[src/rtl/rxd_pkg.sv]
package rxd_pkg;

    localparam int DW           = 32;
    localparam int BE_W         = DW / 8;
    localparam int ST_OWN_BIT   = 31;
    localparam int ST_ERR_BIT   = 30;
    localparam int CTL_CHAIN_BIT = 15;

    localparam logic [1:0] REG_BASE = 2'd0;
    localparam logic [1:0] REG_CMD  = 2'd1;
    localparam logic [1:0] REG_ISR  = 2'd2;
    localparam logic [1:0] REG_IER  = 2'd3;

    typedef enum logic [2:0] {
        S_IDLE,
        S_FETCH,
        S_RECV,
        S_FLUSH,
        S_WBACK
    } walk_state_t;

    typedef struct packed {
        logic            valid;
        logic            we;
        logic [31:0]     addr;
        logic [DW-1:0]   data;
        logic [BE_W-1:0] be;
    } mem_op_t;

    function automatic logic [BE_W-1:0] lane_mask(input int top_lane);
        logic [BE_W-1:0] m;
        for (int i = 0; i < BE_W; i++) m[i] = (i <= top_lane);
        return m;
    endfunction

endpackage

[src/rtl/rxd_regs.sv]
module rxd_regs
    import rxd_pkg::*;
(
    input  logic        clk,
    input  logic        rst,
    input  logic        wr_en,
    input  logic [1:0]  addr,
    input  logic [31:0] wdata,
    input  logic        done_set,
    input  logic        busy,
    output logic [31:0] rdata,
    output logic [31:0] base_addr,
    output logic        start_p,
    output logic        sreset_p,
    output logic        irq
);

    logic [31:0] base_q;
    logic        isr_q;
    logic        ier_q;

    always_ff @(posedge clk) begin
        if (rst) begin
            base_q <= '0;
            isr_q  <= 1'b0;
            ier_q  <= 1'b0;
        end else begin
            if (wr_en && addr == REG_BASE) base_q <= wdata;
            if (wr_en && addr == REG_IER)  ier_q  <= wdata[0];
            if (done_set)
                isr_q <= 1'b1;
            else if (wr_en && addr == REG_ISR && wdata[0])
                isr_q <= 1'b0;
        end
    end

    assign start_p   = wr_en && addr == REG_CMD && wdata[0];
    assign sreset_p  = wr_en && addr == REG_CMD && wdata[1];
    assign base_addr = base_q;
    assign irq       = isr_q & ier_q;

    always_comb begin
        unique case (addr)
            REG_BASE: rdata = base_q;
            REG_CMD:  rdata = {31'b0, busy};
            REG_ISR:  rdata = {31'b0, isr_q};
            default:  rdata = {31'b0, ier_q};
        endcase
    end

    // a write-one-to-clear with no competing completion empties the flag
    assert_w1c_clears_R8: assert property (@(posedge clk) disable iff (rst)
        (wr_en && addr == REG_ISR && wdata[0] && !done_set) |=> !isr_q);

endmodule

[src/rtl/rxd_packer.sv]
module rxd_packer
    import rxd_pkg::*;
(
    input  logic        clk,
    input  logic        rst,
    input  logic        clr,
    input  logic        load,
    input  logic [31:0] load_addr,
    input  logic        push,
    input  logic [7:0]  byte_in,
    input  logic        fin,
    output mem_op_t     op
);

    localparam int LANES = BE_W;
    localparam int LW    = $clog2(LANES);
    localparam logic [LW-1:0] LAST_LANE = LW'(LANES - 1);

    logic [LW-1:0] lane_q;
    logic [DW-1:0] acc_q;
    logic [DW-1:0] merged;
    logic [31:0]   waddr_q;
    mem_op_t       op_q;

    for (genvar g = 0; g < LANES; g++) begin : g_lane
        assign merged[g*8 +: 8] = (lane_q == LW'(g)) ? byte_in : acc_q[g*8 +: 8];
    end

    always_ff @(posedge clk) begin
        if (rst || clr) begin
            lane_q  <= '0;
            acc_q   <= '0;
            waddr_q <= '0;
            op_q    <= '0;
        end else begin
            op_q.valid <= 1'b0;
            if (load) begin
                waddr_q <= load_addr;
                lane_q  <= '0;
                acc_q   <= '0;
            end else if (push && (fin || lane_q == LAST_LANE)) begin
                op_q    <= '{1'b1, 1'b1, waddr_q, merged, lane_mask(int'(lane_q))};
                waddr_q <= waddr_q + 32'(BE_W);
                lane_q  <= '0;
                acc_q   <= '0;
            end else if (push) begin
                acc_q  <= merged;
                lane_q <= lane_q + LW'(1);
            end else if (fin && lane_q != '0) begin
                op_q    <= '{1'b1, 1'b1, waddr_q, acc_q, lane_mask(int'(lane_q) - 1)};
                waddr_q <= waddr_q + 32'(BE_W);
                lane_q  <= '0;
                acc_q   <= '0;
            end
        end
    end

    assign op = op_q;

    // emitted words are aligned and always start at lane 0
    assert_word_aligned_R3: assert property (@(posedge clk) disable iff (rst)
        op_q.valid |-> (op_q.addr[1:0] == 2'b00));
    assert_lane0_first_R3: assert property (@(posedge clk) disable iff (rst)
        op_q.valid |-> op_q.be[0]);

endmodule

[src/rtl/rxd_walker.sv]
module rxd_walker
    import rxd_pkg::*;
#(
    parameter int LEN_W = 13
) (
    input  logic        clk,
    input  logic        rst,
    input  logic        start_p,
    input  logic        sreset_p,
    input  logic [31:0] base_addr,
    input  logic [31:0] mem_rdata,
    input  logic        rx_valid,
    input  logic        rx_last,
    input  logic        rx_err,
    output logic        rx_ready,
    output logic        busy,
    output logic        done_set,
    output logic        pk_load,
    output logic [31:0] pk_load_addr,
    output logic        pk_push,
    output logic        pk_fin,
    output mem_op_t     op
);

    localparam int PAD_W = 30 - LEN_W;

    walk_state_t      state_q;
    logic [31:0]      ptr_q;
    logic [2:0]       fidx_q;
    logic             cap_v_q;
    logic [1:0]       cap_i_q;
    logic [LEN_W-1:0] size_q;
    logic             chain_q;
    logic [29:0]      next_q;
    logic [LEN_W-1:0] cnt_q;
    logic             err_q;
    logic             room;
    logic             accept;
    logic [31:0]      status_w;

    assign rx_ready     = (state_q == S_RECV);
    assign accept       = rx_valid && rx_ready;
    assign room         = cnt_q < size_q;
    assign pk_push      = accept && room;
    assign pk_fin       = accept && rx_last;
    assign pk_load      = (state_q == S_FETCH) && cap_v_q && cap_i_q == 2'd1;
    assign pk_load_addr = {mem_rdata[31:2], 2'b00};
    assign busy         = (state_q != S_IDLE);
    assign done_set     = (state_q == S_WBACK);

    always_comb begin
        status_w                 = '0;
        status_w[ST_ERR_BIT]     = err_q;
        status_w[LEN_W-1:0]      = cnt_q;
    end

    always_comb begin
        op = '0;
        if (state_q == S_FETCH && !fidx_q[2]) begin
            op.valid = 1'b1;
            op.addr  = ptr_q + 32'({fidx_q[1:0], 2'b00});
        end else if (state_q == S_WBACK) begin
            op = '{1'b1, 1'b1, ptr_q + 32'd12, status_w, '1};
        end
    end

    always_ff @(posedge clk) begin
        if (rst) begin
            state_q <= S_IDLE;
            ptr_q   <= '0;
            fidx_q  <= '0;
            cap_v_q <= 1'b0;
            cap_i_q <= '0;
            size_q  <= '0;
            chain_q <= 1'b0;
            next_q  <= '0;
            cnt_q   <= '0;
            err_q   <= 1'b0;
        end else begin
            cap_v_q <= (state_q == S_FETCH) && !fidx_q[2] && !sreset_p;
            cap_i_q <= fidx_q[1:0];
            if (sreset_p) begin
                state_q <= S_IDLE;
                ptr_q   <= {base_addr[31:2], 2'b00};
            end else begin
                unique case (state_q)
                    S_IDLE: begin
                        if (start_p) begin
                            state_q <= S_FETCH;
                            fidx_q  <= '0;
                        end
                    end
                    S_FETCH: begin
                        if (!fidx_q[2]) fidx_q <= fidx_q + 3'd1;
                        if (cap_v_q) begin
                            unique case (cap_i_q)
                                2'd0: begin
                                    size_q  <= mem_rdata[LEN_W-1:0];
                                    chain_q <= mem_rdata[CTL_CHAIN_BIT];
                                end
                                2'd1: ;
                                2'd2: next_q <= mem_rdata[31:2];
                                default: begin
                                    cnt_q   <= '0;
                                    err_q   <= 1'b0;
                                    state_q <= mem_rdata[ST_OWN_BIT] ? S_RECV : S_IDLE;
                                end
                            endcase
                        end
                    end
                    S_RECV: begin
                        if (accept) begin
                            if (room) cnt_q <= cnt_q + LEN_W'(1);
                            if (!room || rx_err) err_q <= 1'b1;
                            if (rx_last) state_q <= S_FLUSH;
                        end
                    end
                    S_FLUSH: state_q <= S_WBACK;
                    S_WBACK: begin
                        ptr_q   <= {next_q, 2'b00};
                        fidx_q  <= '0;
                        state_q <= chain_q ? S_FETCH : S_IDLE;
                    end
                    default: state_q <= S_IDLE;
                endcase
            end
        end
    end

    // the stored count never exceeds the buffer capacity
    assert_len_clamp_R5: assert property (@(posedge clk) disable iff (rst)
        (state_q == S_RECV) |-> (cnt_q <= size_q));
    // receiving only starts after an owned status word was read
    assert_owned_before_recv_R2: assert property (@(posedge clk) disable iff (rst)
        (state_q == S_RECV && $past(state_q) == S_FETCH) |-> $past(mem_rdata[ST_OWN_BIT]));
    // a soft reset always lands in idle
    assert_sreset_idle_R9: assert property (@(posedge clk) disable iff (rst)
        sreset_p |=> (state_q == S_IDLE));

    logic unused_pad;
    assign unused_pad = ^PAD_W;

endmodule

[src/rtl/rxd_engine.sv]
module rxd_engine
    import rxd_pkg::*;
#(
    parameter int LEN_W = 13
) (
    input  logic        clk,
    input  logic        rst,
    input  logic        reg_we,
    input  logic [1:0]  reg_addr,
    input  logic [31:0] reg_wdata,
    output logic [31:0] reg_rdata,
    input  logic        rx_valid,
    output logic        rx_ready,
    input  logic [7:0]  rx_data,
    input  logic        rx_last,
    input  logic        rx_err,
    output logic        mem_req,
    output logic        mem_we,
    output logic [31:0] mem_addr,
    output logic [31:0] mem_wdata,
    output logic [3:0]  mem_be,
    input  logic [31:0] mem_rdata,
    output logic        irq
);

    logic        busy, done_set, start_p, sreset_p;
    logic [31:0] base_addr;
    logic        pk_load, pk_push, pk_fin;
    logic [31:0] pk_load_addr;
    mem_op_t     wk_op, pk_op, sel_op;

    rxd_regs u_regs (
        .clk(clk), .rst(rst), .wr_en(reg_we), .addr(reg_addr), .wdata(reg_wdata),
        .done_set(done_set), .busy(busy), .rdata(reg_rdata), .base_addr(base_addr),
        .start_p(start_p), .sreset_p(sreset_p), .irq(irq)
    );

    rxd_walker #(.LEN_W(LEN_W)) u_walker (
        .clk(clk), .rst(rst), .start_p(start_p), .sreset_p(sreset_p),
        .base_addr(base_addr), .mem_rdata(mem_rdata), .rx_valid(rx_valid),
        .rx_last(rx_last), .rx_err(rx_err), .rx_ready(rx_ready), .busy(busy),
        .done_set(done_set), .pk_load(pk_load), .pk_load_addr(pk_load_addr),
        .pk_push(pk_push), .pk_fin(pk_fin), .op(wk_op)
    );

    rxd_packer u_packer (
        .clk(clk), .rst(rst), .clr(sreset_p), .load(pk_load), .load_addr(pk_load_addr),
        .push(pk_push), .byte_in(rx_data), .fin(pk_fin), .op(pk_op)
    );

    assign sel_op    = pk_op.valid ? pk_op : wk_op;
    assign mem_req   = sel_op.valid;
    assign mem_we    = sel_op.we;
    assign mem_addr  = sel_op.addr;
    assign mem_wdata = sel_op.data;
    assign mem_be    = sel_op.be;

    // the packer and the walker never claim the memory port together
    assert_port_excl_R11: assert property (@(posedge clk) disable iff (rst)
        !(pk_op.valid && wk_op.valid));

endmodule

[config.mk]
export PLATFORM = sky130hd
export DESIGN_NAME = rxd_engine
export DESIGN_NICKNAME = d
export VERILOG_FILES = /design/src/rtl/rxd_pkg.sv /design/src/rtl/rxd_regs.sv /design/src/rtl/rxd_packer.sv /design/src/rtl/rxd_walker.sv /design/src/rtl/rxd_engine.sv
export SDC_FILE = /design/constraint.sdc
export NUM_CORES = 1
export LEC_CHECK = 0
export ABC_AREA = 1
export CORE_ASPECT_RATIO = 1.4
export CORE_MARGIN = 1
export CORE_UTILIZATION = 55
export CTS_BUF_LIST = sky130_fd_sc_hd__clkbuf_8
export DETAILED_ROUTE_END_ITERATION = 12
export DONT_BUFFER_PORTS = 1
export PLACE_DENSITY = 0.71
export SETUP_SLACK_MARGIN = 0.5
export SLEW_MARGIN = 20
export SYNTH_ARGS = -nofsm -noshare
export SYNTH_HDL_FRONTEND = slang
export SYNTH_HIERARCHICAL = 1
export SYNTH_SLANG_ARGS = --single-unit
[constraint.sdc]
create_clock -name clk -period 4 [get_ports clk]
set_input_delay 0.8 -clock clk [delete_from_list [all_inputs] [get_ports clk]]
set_output_delay 0.8 -clock clk [all_outputs]
set_load 0.005 [all_outputs]
==> impl_metrics.csv <==
group,metric,value,unit
cells_and_area,final_net_count,2504,
timing,worst_pin_slew,1.02,ns
critical_path,startpoint_type,"flop",
global_route,grt_pass1_wl,80.4,mm
cells_and_area,fillers,2835,
timing,min_period,3.37,ns
synth,netlist-cell-type-count,53,
cells_and_area,final_cells,2802,
synth,synth_most_common_cell,"nand2_1",
power,p_per_area,402,nW/um^2
timing,hold_viol_final,0,
timing,rsz0062_at_grt,"yes",
cells_and_area,register_area,5360,sq um
clock_tree,cts-htree-levels,2,
route,drt-pass1-iter-count,6,
critical_path,required,3.20,ns
worst_hold_path,hold_start,"rst",
placed_design,io_buffers,0,
route,routed_wirelength,52.8,mm
global_route,grt-ovfl-total,0,
critical_path,worstReg2RegStart,"u_walker/cnt_q[12]",
synth,synth_area_per_cell,6.25,sq um
synth,ys_top_cells_by_count,"nand2_1, nor2_1, dfxtp_1",
placed_design,place_area,15300,sq um
cells_and_area,multi_input_area,8500,sq um
synth,yosysSeqAreaShare,34.4,%
critical_path,crit_path_top_delay_cell,"dfxtp_1",
global_route,grt_pass1_vias,15100,
cells_and_area,drive_gt1_share,7.65,%
job,maxCapViolations,0,
critical_path,r2r_cells,17,
route,drc_errors,0,
synth,synthTopCellsByArea,"dfxtp_1, nand2_1, nor2_1",
timing,post-route-period-util,84.3,%
critical_path,critPathArrivalTime,2.57,ns
synth,synth_enable_flop_cells,0,
die,core_area,27700,sq um
critical_path,cpMostUsedCell,"nand2_1",
die,rows,72,
critical_path,reg2reg_to,"u_packer/op[65]",
critical_path,max_stage_delay,0.49,ns
global_route,grt_max_degree,70,
route,routedWlPerCell,18.8,microns
timing,fin_skew,0.0250,ns
synth,yosys_warnings,6,
route,drt-initial-drc-count,1089,
synth,ys.flop_type,"dfxtp_1",
global_route,gr-usage-all-layers,36.1,%
route,antenna_left,0,
synth,yosys.area.top_type_share,34.4,%
worst_hold_path,min_path_type,"input pin to flop",
power,peakVddDrop,301,uV
clock_tree,cts_made_buffers,43,
placed_design,dpl.hpwl,38.6,mm
clock_tree,root_buffer,"clkbuf_8",
worst_hold_path,whs_endpoint,"u_walker/ptr_q[3]",
run_status,status,"complete, no violations",
die,initial_core_util,56.1,%
placed_design,gp_congestion,1.01,
worst_hold_path,whs_path_depth,1,
placed_design,placedCellCount,2719,
power,p_leak,6.42,nW
route,vias,15900,
timing,finalSetupViolCount,0,
clock_tree,clock_sinks,267,
critical_path,r2r_setup_slack,0.84,ns
route,viasPerCell,5.68,
die,die_w,144,microns
synth,yosys_register_bits,267,
synth,yosysTopAreaCell,"dfxtp_1",
clock_tree,clock_path_buffers,3,
synth,synthesis.area,15500,sq um
global_route,antenna_found_initial,0,
synth,synthCells,2481,
critical_path,path_cells,"o21ai_1 > nor2_1 > nand2_1 > inv_1 > nand4_1 > nor2_1 > o21ai_0 > nand2_1 > nand2_1",
die,dieArea,28900,sq um
critical_path,end_kind,"output pin",
timing,drv_slew,0,
timing,max_freq,297,MHz
clock_tree,clock_latency,0.60,ns
timing,tns,0,ns
cells_and_area,stdcell_area,16400,sq um
die,ios,184,
critical_path,crit_fanout,8,
clock_tree,clk_pin_slew,0.06,ns
die,die_y,201,microns
synth,async_reset_ff_share,0,%
critical_path,path_class,"flop to output pin",
clock_tree,cts_tree,"done",
cells_and_area,syn_to_final_growth,5.86,%
timing,maxSlewHeadroom,31.9,%
==> worst max-delay path by stage <==
stage	start	endpoint	slack [ns]	cells past startpoint
after floorplan	u_walker/ptr_q[2]	mem_addr[26]	1.37	12
after global placement	u_walker/size_q[12]	u_packer/op[44]	0.86	18
after detailed placement	u_walker/size_q[12]	u_packer/op[65]	0.78	18
after CTS	u_walker/ptr_q[2]	mem_addr[30]	0.50	13
after global routing	u_walker/ptr_q[16]	mem_addr[31]	0.46	10
final	u_walker/ptr_q[4]	mem_addr[15]	0.63	9
==> cell families (layout without fill, tap and decap cells) <==
| group | after synthesis | in the layout | share of synthesized area, % |
|---|---|---|---|
| AO/OA/AOI/OAI | 445 | 445 | 15.2 |
| AND/OR/NAND/NOR | 1331 | 1331 | 35.6 |
| flip-flops | 267 | 267 | 34.4 |
| adder cells (fa/ha/maj) | 25 | 25 | 2.06 |
| other | 1 | 23 | 0.0242 |
| buffers and inverters | 400 | 329 | 12.0 |
| XOR/XNOR | 12 | 12 | 0.677 |
==> metrics by stage <==
stage / hold WS [ns] / worst slack, ns / total power [mW] / utilization (%)
final: 0.270 / 0.630 / 6.60 / 59.4
after global routing: 0.249 / 0.455 / 6.87 / 59.4
after CTS: 0.247 / 0.502 / 6.57 / 58.9
after detailed placement: 0.447 / 0.781 / 3.91 / 55.2
after global placement: 0.442 / 0.861 / 3.89 / 55.2
after floorplan: 0.426 / 1.37 / 3.69 / -
==> report_power, final <==
part	internal [mW]	switching [mW]	total [mW]
Clock	1.52	1.16	2.68
Combinational	0.309	0.790	1.10
Sequential	2.74	0.0789	2.82
==> state kept, by name (all words and copies together), names as in the netlist, 13 cells and up <==
| register | flops |
|---|---|
| u_walker/cnt_q | 13 |
| u_packer/op | 70 |
| u_packer/acc_q | 32 |
| u_walker/size_q | 13 |
| u_regs/base_addr | 32 |
| u_walker/ptr_q | 30 |
| u_packer/waddr_q | 32 |
| u_walker/next_q | 30 |
==> what timing repair did <==
action	4_1_cts	5_1_grt
setup buffers	1	4
gates resized for setup	7	29
hold buffers	0	0
endpoints found under the setup margin	8	48
pin swaps	1	4
==> per-layer routing <==
layer	wire (microns)	part of all wire, %	vias to the layer above	GRT usage, %
met5	0	0	-	0
met4	4430	8.4	0	28.6
met3	3470	6.6	229	6.39
met2	25900	49	647	63.2
met1	18900	36	7300	37.2
li1	-	-	7746	-
==> area by class of cell <==
class | count | area share (%)
clock inverter | 18 | 1.04
tap | 370 | 2.82
sequential | 267 | 32.6
antenna | 1 | 0.0152
timing repair buffer | 38 | 1.84
inverter | 214 | 4.97
multi-input combinational | 1835 | 51.7
clock buffer | 59 | 4.94
==> layout by cell type, fill, tap and decap left out, types with 23 or more instances in the layout <==
cell type  Yosys  layout
nor2_1       344     337
inv_1        205     211
ha_1          24      23
dfxtp_1      267     259
buf_4         64      36
nand2_1      713     711
o21ai_0      206     205
nand3_1      186     184
clkbuf_8       0      59
o21ai_1       23      24
a21oi_1      139     139
a31oi_1       55      55
==> worst max-delay path, delay by kind of cell, from the launching register on <==
family	cells	cell delay (ns)
flops	1	0.49
simple gates	6	0.91
buf+inv	1	0.26
compound gates	2	0.31
Power figures use the tool's default switching activity.
